**src/rtl/stage_perm_pkg.sv**
```systemverilog
package stage_perm_pkg;

    // Source kind of one output address bit
    typedef enum logic [1:0] {
        SRC_CNT  = 2'd0,
        SRC_ONE  = 2'd1,
        SRC_ZERO = 2'd2
    } src_kind_e;

    typedef struct packed {
        src_kind_e   kind;
        logic [15:0] idx;
    } bit_sel_t;

    // Field code: counter bit index, K for constant 1, K+1 for constant 0
    function automatic int unsigned encode_field(bit_sel_t sel, int unsigned k);
        case (sel.kind)
            SRC_CNT: return int'(sel.idx);
            SRC_ONE: return k;
            default: return k + 1;
        endcase
    endfunction

    // Data-register selection for output bit j at stage i
    function automatic bit_sel_t shift_sel(int j, int i);
        bit_sel_t s;
        s.kind = SRC_CNT;
        if (j > i)       s.idx = 16'(j);
        else if (j == i) s.idx = 16'd0;
        else             s.idx = 16'(j + 1);
        return s;
    endfunction

    // Twiddle-register selection for output bit j at stage i
    function automatic bit_sel_t twiddle_sel(int j, int i, int k);
        bit_sel_t s;
        int t;
        t = k - 1 - i;
        s.kind = SRC_CNT;
        s.idx  = 16'd0;
        if (j != 0) begin
            if (j > t) s.idx = 16'(j - t);
            else       s.kind = SRC_ZERO;
        end
        return s;
    endfunction

endpackage

```
**src/rtl/shift_word_gen.sv**
```systemverilog
module shift_word_gen
    import stage_perm_pkg::*;
#(
    parameter int K  = 8,
    parameter int FW = 4,
    parameter int SW = 4
) (
    input  logic [SW-1:0]   stage_i,
    output logic [K*FW-1:0] word_o
);
    for (genvar j = 0; j < K; j++) begin : g_fld
        assign word_o[j*FW +: FW] =
            FW'(encode_field(shift_sel(j, int'(stage_i)), K));
    end
endmodule

```
**src/rtl/twiddle_word_gen.sv**
```systemverilog
module twiddle_word_gen
    import stage_perm_pkg::*;
#(
    parameter int K  = 8,
    parameter int FW = 4,
    parameter int SW = 4
) (
    input  logic [SW-1:0]   stage_i,
    output logic [K*FW-1:0] word_o
);
    for (genvar j = 0; j < K; j++) begin : g_fld
        assign word_o[j*FW +: FW] =
            FW'(encode_field(twiddle_sel(j, int'(stage_i), K), K));
    end
endmodule

```
**src/rtl/stage_perm_gen.sv**
```systemverilog
module stage_perm_gen
    import stage_perm_pkg::*;
#(
    parameter int K  = 8,
    localparam int FW = $clog2(K + 2),
    localparam int SW = $clog2(K + 1),
    localparam int WW = K * FW
) (
    input  logic          clk,
    input  logic          rst,
    input  logic          req_i,
    input  logic [SW-1:0] stage_i,
    output logic          valid_o,
    output logic          err_o,
    output logic [WW-1:0] shift_word_o,
    output logic [WW-1:0] twid_word_o
);
    logic [WW-1:0] ident_w;
    logic [WW-1:0] shift_w;
    logic [WW-1:0] twid_w;
    logic          in_range;

    for (genvar j = 0; j < K; j++) begin : g_ident
        assign ident_w[j*FW +: FW] = FW'(j);
    end

    assign in_range = (int'(stage_i) < K);

    shift_word_gen #(.K(K), .FW(FW), .SW(SW)) u_shift (
        .stage_i (stage_i),
        .word_o  (shift_w)
    );

    twiddle_word_gen #(.K(K), .FW(FW), .SW(SW)) u_twid (
        .stage_i (stage_i),
        .word_o  (twid_w)
    );

    always_ff @(posedge clk) begin
        if (rst) begin
            valid_o      <= 1'b0;
            err_o        <= 1'b0;
            shift_word_o <= ident_w;
            twid_word_o  <= ident_w;
        end else begin
            valid_o <= req_i;
            if (req_i) begin
                err_o        <= !in_range;
                shift_word_o <= in_range ? shift_w : ident_w;
                twid_word_o  <= in_range ? twid_w  : ident_w;
            end
        end
    end


    valid_after_req_chk: assert property (@(posedge clk) disable iff (rst)
        req_i |=> valid_o);


    no_spurious_valid_chk: assert property (@(posedge clk) disable iff (rst)
        !req_i |=> !valid_o);


    hold_words_chk: assert property (@(posedge clk) disable iff (rst)
        !req_i |=> ($stable(shift_word_o) && $stable(twid_word_o) && $stable(err_o)));


    twid_low_field_chk: assert property (@(posedge clk) disable iff (rst)
        (valid_o && !err_o) |-> (twid_word_o[FW-1:0] == '0));


    err_identity_chk: assert property (@(posedge clk) disable iff (rst)
        (valid_o && err_o) |-> (shift_word_o == twid_word_o));

endmodule

```
**config.mk**
```make
export PLATFORM = sky130hd
export DESIGN_NAME = stage_perm_gen
export DESIGN_NICKNAME = d
export VERILOG_FILES = /design/src/rtl/stage_perm_pkg.sv /design/src/rtl/shift_word_gen.sv /design/src/rtl/twiddle_word_gen.sv /design/src/rtl/stage_perm_gen.sv
export SDC_FILE = /design/constraint.sdc
export NUM_CORES = 1
export LEC_CHECK = 0
export BUFFER_PORTS_ARGS = -buffer_cell sky130_fd_sc_hd__buf_4
export CAP_MARGIN = 20
export CORE_ASPECT_RATIO = 1.1
export CORE_MARGIN = 5
export CORE_UTILIZATION = 55
export CTS_CLUSTER_DIAMETER = 80
export DETAILED_ROUTE_END_ITERATION = 8
export GPL_ROUTABILITY_DRIVEN = 0
export PLACE_DENSITY = 0.85
export SYNTH_ARGS = -nofsm -noshare
export SYNTH_HDL_FRONTEND = slang
export SYNTH_SLANG_ARGS = --single-unit
```
**constraint.sdc**
```tcl
create_clock -name clk -period 2.67 [get_ports clk]
set_input_delay 0.4005 -clock clk [delete_from_list [all_inputs] [get_ports clk]]
set_output_delay 0.4005 -clock clk [all_outputs]
set_load 0.02 [all_outputs]
```
==> impl_metrics.csv, run 1 <==
group,metric,value,unit
detailed_routing,ant_nets,0,
final_layout,fin_area,2720,sq um
worst_setup_path,startpoint_type,"primary input",
sta,rsz0062_at_grt,"false",
final_layout,fin_util,67.5,%
clocking,clk_latency,0.29,ns
sta,skew,0,ns
worst_setup_path,cp.required,2.82,ns
detailed_routing,drc,0,
clocking,clock-root-buffer,"clkbuf_8",
clocking,cts.repair.resized,0,
power_and_ir_drop,peakVddDrop,339,uV
detailed_routing,viasPerCell,5.84,
placement,dpl_worst_slack,0.428,ns
hold_path,worstHoldPathCells,2,
clocking,clock_path_buffers,2,
grt,grt_use_total,21.1,%
clocking,cts_inserted_buffers,5,
worst_setup_path,cpMaxStageDelayCell,"a211oi_1",
sta,fin_crit,2.06,ns
grt,grt-ovfl-total,0,
clocking,cts_setup_buffers,0,
sta,setup_viol,0,
placement,dpl.hpwl,4000,microns
worst_setup_path,crit_chain,"buf_4 -> inv_1 -> ha_1 -> a21oi_1 -> a211oi_1 -> o221ai_1",
worst_setup_path,r2r-start,"shift_word_o[4]",
sta,maxSlewViolCount,0,
hold_path,min-delay-start,"rst",
job,drv_cap,0,
final_layout,final_cell_mix,"buf_4 (58), dfxtp_1 (46), o21ai_0 (20)",
worst_setup_path,rrSetupSlack,1.85,ns
detailed_routing,drt-total-wl,5760,microns
synthesis,synth_edf_count,0,
detailed_routing,vias,2069,
synthesis,synthArstFlopShare,0,%
grt,grt_pass1_vias,1948,
sta,tightest_slew,0.584,ns
power_and_ir_drop,p_per_area,527,nW/um^2
clocking,clk_pin_slew_worst_paths,0.07,ns
synthesis,synth.cell_area,2320,sq um
die,dieArea,5620,sq um
synthesis,synth_seq_cells,46,
synthesis,synth.distinct_cells,48,
grt,grt_pass1_wl,9470,microns
sta,period_share,77.2,%
final_layout,drive_gt1_share,21.5,%
final_layout,final_nets,326,
clocking,ctsHtreeMaxLevel,2,
grt,grt_start_max_net_pins,53,
clocking,tritoncts,"built",
sta,fmax,485,MHz
final_layout,area_delta_synth_final,17.1,%
hold_path,min_path_type,"in -> reg",
synthesis,ys.flop_type,"dfxtp_1",
clocking,cts_sinks,46,
grt,antenna_found_initial,0,
hold_path,min_to,"err_o",
die,num_rows,24,
detailed_routing,post_drt_wl_per_cell,16.3,microns
synthesis,seq_area_frac_synth,39.7,%
final_layout,n_antenna_cell,0,
sta,max-slew-margin-rel,60.8,%
sta,tns,0,ns
die,core,4020,sq um
power_and_ir_drop,power_leakage,1.27,nW
placement,io_buffers,56,
run_status,status,"complete, no violations",
synthesis,avgSynthCellArea,8.95,sq um
final_layout,layout_commonest_cell,"buf_4",
worst_setup_path,crit_path_max_incr_delay,0.54,ns
die,die_x,71.9,microns
die,pin_count,73,
worst_setup_path,worst_setup_path_end_kind,"flip-flop",
detailed_routing,drt_iter0_markers,237,
synthesis,synth_cells,259,
die,die_h,78.1,microns
detailed_routing,drt_pass1_iterations,6,
worst_setup_path,crit_type,"in -> reg",
worst_setup_path,reg2reg_to,"shift_word_o[4]",
synthesis,yosysWarnings,0,
worst_setup_path,reg2regPathDepth,2,
worst_setup_path,critPathArrivalTime,2.21,ns
sta,hold_viol_final,0,
sta,fin_ws,0.609,ns
clocking,cts_hold_buffers,0,
worst_setup_path,critPathMaxFanout,18,
placement,dpl_cell_area,2640,sq um
die,initial_core_util,57.6,%
==> area by class of cell <==
class                      instances  area (sq um)
multi-input combinational        178          1170
tap                               52          65.1
inverter                          13          48.8
timing repair buffer              58           435
fill                             352          1310
clock buffer                       7          76.3
sequential                        46           921
==> how the worst max path moves through the flow <==
stage                          start         endpoint  slack [ns]  cells past startpoint
final                     stage_i[3]  twid_word_o[19]        0.61                      6
after CTS                 stage_i[3]  twid_word_o[14]        0.73                      6
after floorplan           stage_i[2]  twid_word_o[21]        0.83                      7
after global placement    stage_i[3]  twid_word_o[14]        0.50                      6
after detailed placement  stage_i[3]  twid_word_o[14]        0.43                      6
after global routing      stage_i[3]  twid_word_o[19]        0.54                      6
==> critical path, delay by kind of cell <==
family	cells	cell delay (ns)
AOI/OAI and AO/OA	3	0.86
adders and majority gates	1	0.50
buffers and inverters	2	0.45
==> power breakdown <==
group	switching [mW]	internal, mW	leakage, nW	total, mW
clock	0.215	0.180	0.0383	0.395
combinational	0.191	0.105	0.852	0.296
sequential	0.0186	0.721	0.378	0.739
==> through the flow <==
stage	hold WS [ns]	std cells	power (mW)
2_1_floorplan	0.537	274	0.964
3_3_place_gp	0.454	347	1.04
3_5_place_dp	0.460	347	1.05
4_1_cts	0.430	354	1.43
5_1_grt	0.445	354	1.49
6_report	0.429	354	1.43
==> cell usage after synthesis, drive strengths merged, types with 2 or more instances <==
cell | count | area (sq um)
a211o | 5 | 43.8
a211oi | 2 | 15.0
a21o | 3 | 22.5
a21oi | 12 | 60.1
a311oi | 2 | 17.5
a31o | 2 | 17.5
a31oi | 7 | 43.8
buf | 33 | 221
clkbuf | 4 | 15.0
dfxtp | 46 | 921
ha | 17 | 213
inv | 13 | 48.8
mux2i | 5 | 50.1
nand2 | 16 | 60.1
nand2b | 5 | 31.3
nand3 | 7 | 35.0
nor2 | 19 | 71.3
nor2b | 6 | 37.5
nor3 | 2 | 10.0
nor4 | 3 | 18.8
o2111ai | 2 | 17.5
o211a | 5 | 50.1
o21ai | 20 | 100
o32ai | 2 | 17.5
==> flip-flops by register name, indices dropped and copies added, names as in the netlist <==
| name | count |
|---|---|
| err_o | 1 |
| valid_o | 1 |
| shift_word_o | 16 |
| twid_word_o | 28 |
==> logic make-up (layout without fill, tap and decap cells) <==
kind of cell / Yosys count / after routing / synth area share [%]
AO/OA/AOI/OAI: 72 / 72 / 21.4
XOR/XNOR: 1 / 1 / 0.378
adder cells (fa/ha/maj): 17 / 17 / 9.17
buffers and inverters: 50 / 78 / 12.3
flip-flops: 46 / 46 / 39.7
multiplexers: 5 / 5 / 2.16
other: 1 / 16 / 0.162
AND/OR/NAND/NOR: 67 / 67 / 14.7
==> routing by layer <==
| metal | track usage (%) | vias up | share of wire [%] |
|---|---|---|---|
| met5 | 0 | - | 0 |
| met4 | 8.65 | 0 | 1.9 |
| met3 | 6.77 | 16 | 10 |
| met2 | 33.1 | 112 | 47 |
| met1 | 26.6 | 976 | 41 |
| li1 | - | 965 | - |
Note: power is estimated with default switching activity, not from simulation.
==> run 2: changes to the inputs <==
- CORE_UTILIZATION: 55 -> 51
- PLACE_DENSITY: 0.85 -> 0.8
- clock period: 2.67 -> 1.9 ns (I/O delays scaled with it)
==> impl_metrics.csv, run 2 (synthesis results as in run 1) <==
group,metric,value,unit
worst_setup_path,startpoint_type,"primary input",
final_layout,top_regs,"twid_word_o x28, shift_word_o x16",
die,num_rows,25,
detailed_routing,drt-total-wl,6040,microns
job,drv_cap,0,
worst_setup_path,reg2reg_to,"shift_word_o[4]",
run_status,status,"complete, no violations",
placement,dpl_worst_slack,0.0679,ns
sta,max-slew-margin-rel,63.4,%
clocking,clk_latency,0.29,ns
grt,grt_pass1_vias,1949,
clocking,cts.repair.resized,0,
detailed_routing,viasPerCell,5.62,
final_layout,largest_reg_flops,28,
worst_setup_path,r2r-start,"shift_word_o[4]",
clocking,cts_setup_buffers,0,
clocking,tritoncts,"built",
detailed_routing,ant_nets,0,
final_layout,drive_gt1_share,24.2,%
detailed_routing,drt_iter0_markers,115,
grt,grt_use_total,21.1,%
detailed_routing,post_drt_wl_per_cell,16.6,microns
power_and_ir_drop,clkPwrFrac,32.8,%
final_layout,nFillCells,370,
power_and_ir_drop,p_per_area,780,nW/um^2
die,pin_count,73,
worst_setup_path,worst_setup_path_end_kind,"flip-flop",
power_and_ir_drop,sequentialPowerShare,47.6,%
placement,dpl.hpwl,4450,microns
grt,grt_pass1_wl,9690,microns
worst_setup_path,critPathMaxFanout,10,
sta,period_share,81.3,%
sta,fmax,647,MHz
final_layout,layout_commonest_cell,"buf_4",
worst_setup_path,cp.required,2.06,ns
power_and_ir_drop,power_leakage,1.32,nW
sta,rsz0062_at_grt,"false",
worst_setup_path,crit_type,"in -> reg",
power_and_ir_drop,p_switching,0.627,mW
die,dieArea,6000,sq um
worst_setup_path,crit_start,"stage_i[3]",
final_layout,n_antenna_cell,0,
die,initial_core_util,53.3,%
power_and_ir_drop,pwr-share-comb,19.6,%
sta,tightest_slew,0.544,ns
clocking,clk_pin_slew_worst_paths,0.08,ns
final_layout,final_cell_mix,"buf_4 (65), dfxtp_1 (46), o21ai_0 (20)",
grt,antenna_found_initial,0,
final_layout,largest-register,"twid_word_o",
final_layout,final_nets,333,
final_layout,area_delta_synth_final,20.9,%
clocking,ctsHtreeMaxLevel,2,
sta,maxSlewViolCount,0,
sta,skew,0,ns
worst_setup_path,critPathArrivalTime,1.71,ns
die,die_h,80.7,microns
worst_setup_path,crit_end,"shift_word_o[5]",
clocking,clock_path_buffers,2,
die,die_x,74.3,microns
sta,fin_crit,1.54,ns
power_and_ir_drop,power.internal,1.56,mW
power_and_ir_drop,netSwitchingFraction,28.7,%
clocking,cts_inserted_buffers,5,
hold_path,min_path_type,"in -> reg",
placement,io_buffers,56,
sta,fin_ws,0.355,ns
clocking,cts_hold_buffers,0,
clocking,clock-root-buffer,"clkbuf_8",
sta,hold_viol_final,0,
detailed_routing,drt_pass1_iterations,4,
die,core,4350,sq um
grt,grt-ovfl-total,0,
sta,tns,0,ns
worst_setup_path,rrSetupSlack,1.09,ns
detailed_routing,drc,0,
worst_setup_path,reg2regPathDepth,2,
sta,setup_viol,0,
clocking,cts_sinks,46,
power_and_ir_drop,peakVddDrop,512,uV
grt,grt_start_max_net_pins,30,
detailed_routing,vias,2044,
==> run 2: worst min path at each step <==
| stage | from | end | slack, ns | cells after the start |
|---|---|---|---|---|
| 2_1_floorplan | stage_i[1] | twid_word_o[29] | 0.46 | 2 |
| 6_report | rst | shift_word_o[24] | 0.32 | 2 |
| 3_5_place_dp | shift_word_o[24] | shift_word_o[24] | 0.46 | 2 |
| 5_1_grt | rst | twid_word_o[14] | 0.31 | 2 |
| 3_3_place_gp | shift_word_o[24] | shift_word_o[24] | 0.46 | 2 |
| 4_1_cts | rst | twid_word_o[14] | 0.31 | 2 |
==> run 2: critical path, stage by stage <==
cell	delay (ns)
buf_4	0.11
inv_1	0.20
ha_1	0.39
inv_1	0.14
a311oi_1	0.41
o32ai_1	0.16
==> run 2: cell type report <==
class,instances,area [sq um],area share [%]
multi-input cells,178,1170,41.7
repair buffers,65,488,17.4
clock inverters,3,40.0,1.43
inverters,13,48.8,1.74
clock buffers,5,68.8,2.46
flip-flops and latches,46,921,32.9
well taps,54,67.6,2.41
==> run 2: routing by layer <==
layer	vias up	wire length, microns	share of wire [%]	GRT usage (%)
li1	975	-	-	-
met1	946	2480	41	26.3
met2	103	2830	47	33.9
met3	20	537	8.9	5.63
met4	0	189	3.1	9.25
met5	-	0	0	0
==> run 2: per-stage QoR <==
| stage | power (mW) | utilization (%) | hold WS (ns) | cells | area (sq um) |
|---|---|---|---|---|---|
| after floorplan | 1.35 | - | 0.456 | 274 | 2370 |
| after global placement | 1.48 | 62.0 | 0.456 | 356 | 2690 |
| after detailed placement | 1.49 | 62.0 | 0.461 | 356 | 2690 |
| after CTS | 2.19 | 64.5 | 0.311 | 364 | 2800 |
| after global routing | 2.28 | 64.5 | 0.312 | 364 | 2800 |
| final | 2.18 | 64.5 | 0.316 | 364 | 2800 |
==> run 2: power groups by stage <==
stage	sequential (mW)	combinational, mW	clock (mW)
detailed placement	1.06	0.423	0
CTS	1.04	0.426	0.726
floorplan	1.12	0.236	0
finish	1.04	0.429	0.717
global route	1.05	0.462	0.771
global placement	1.06	0.418	0
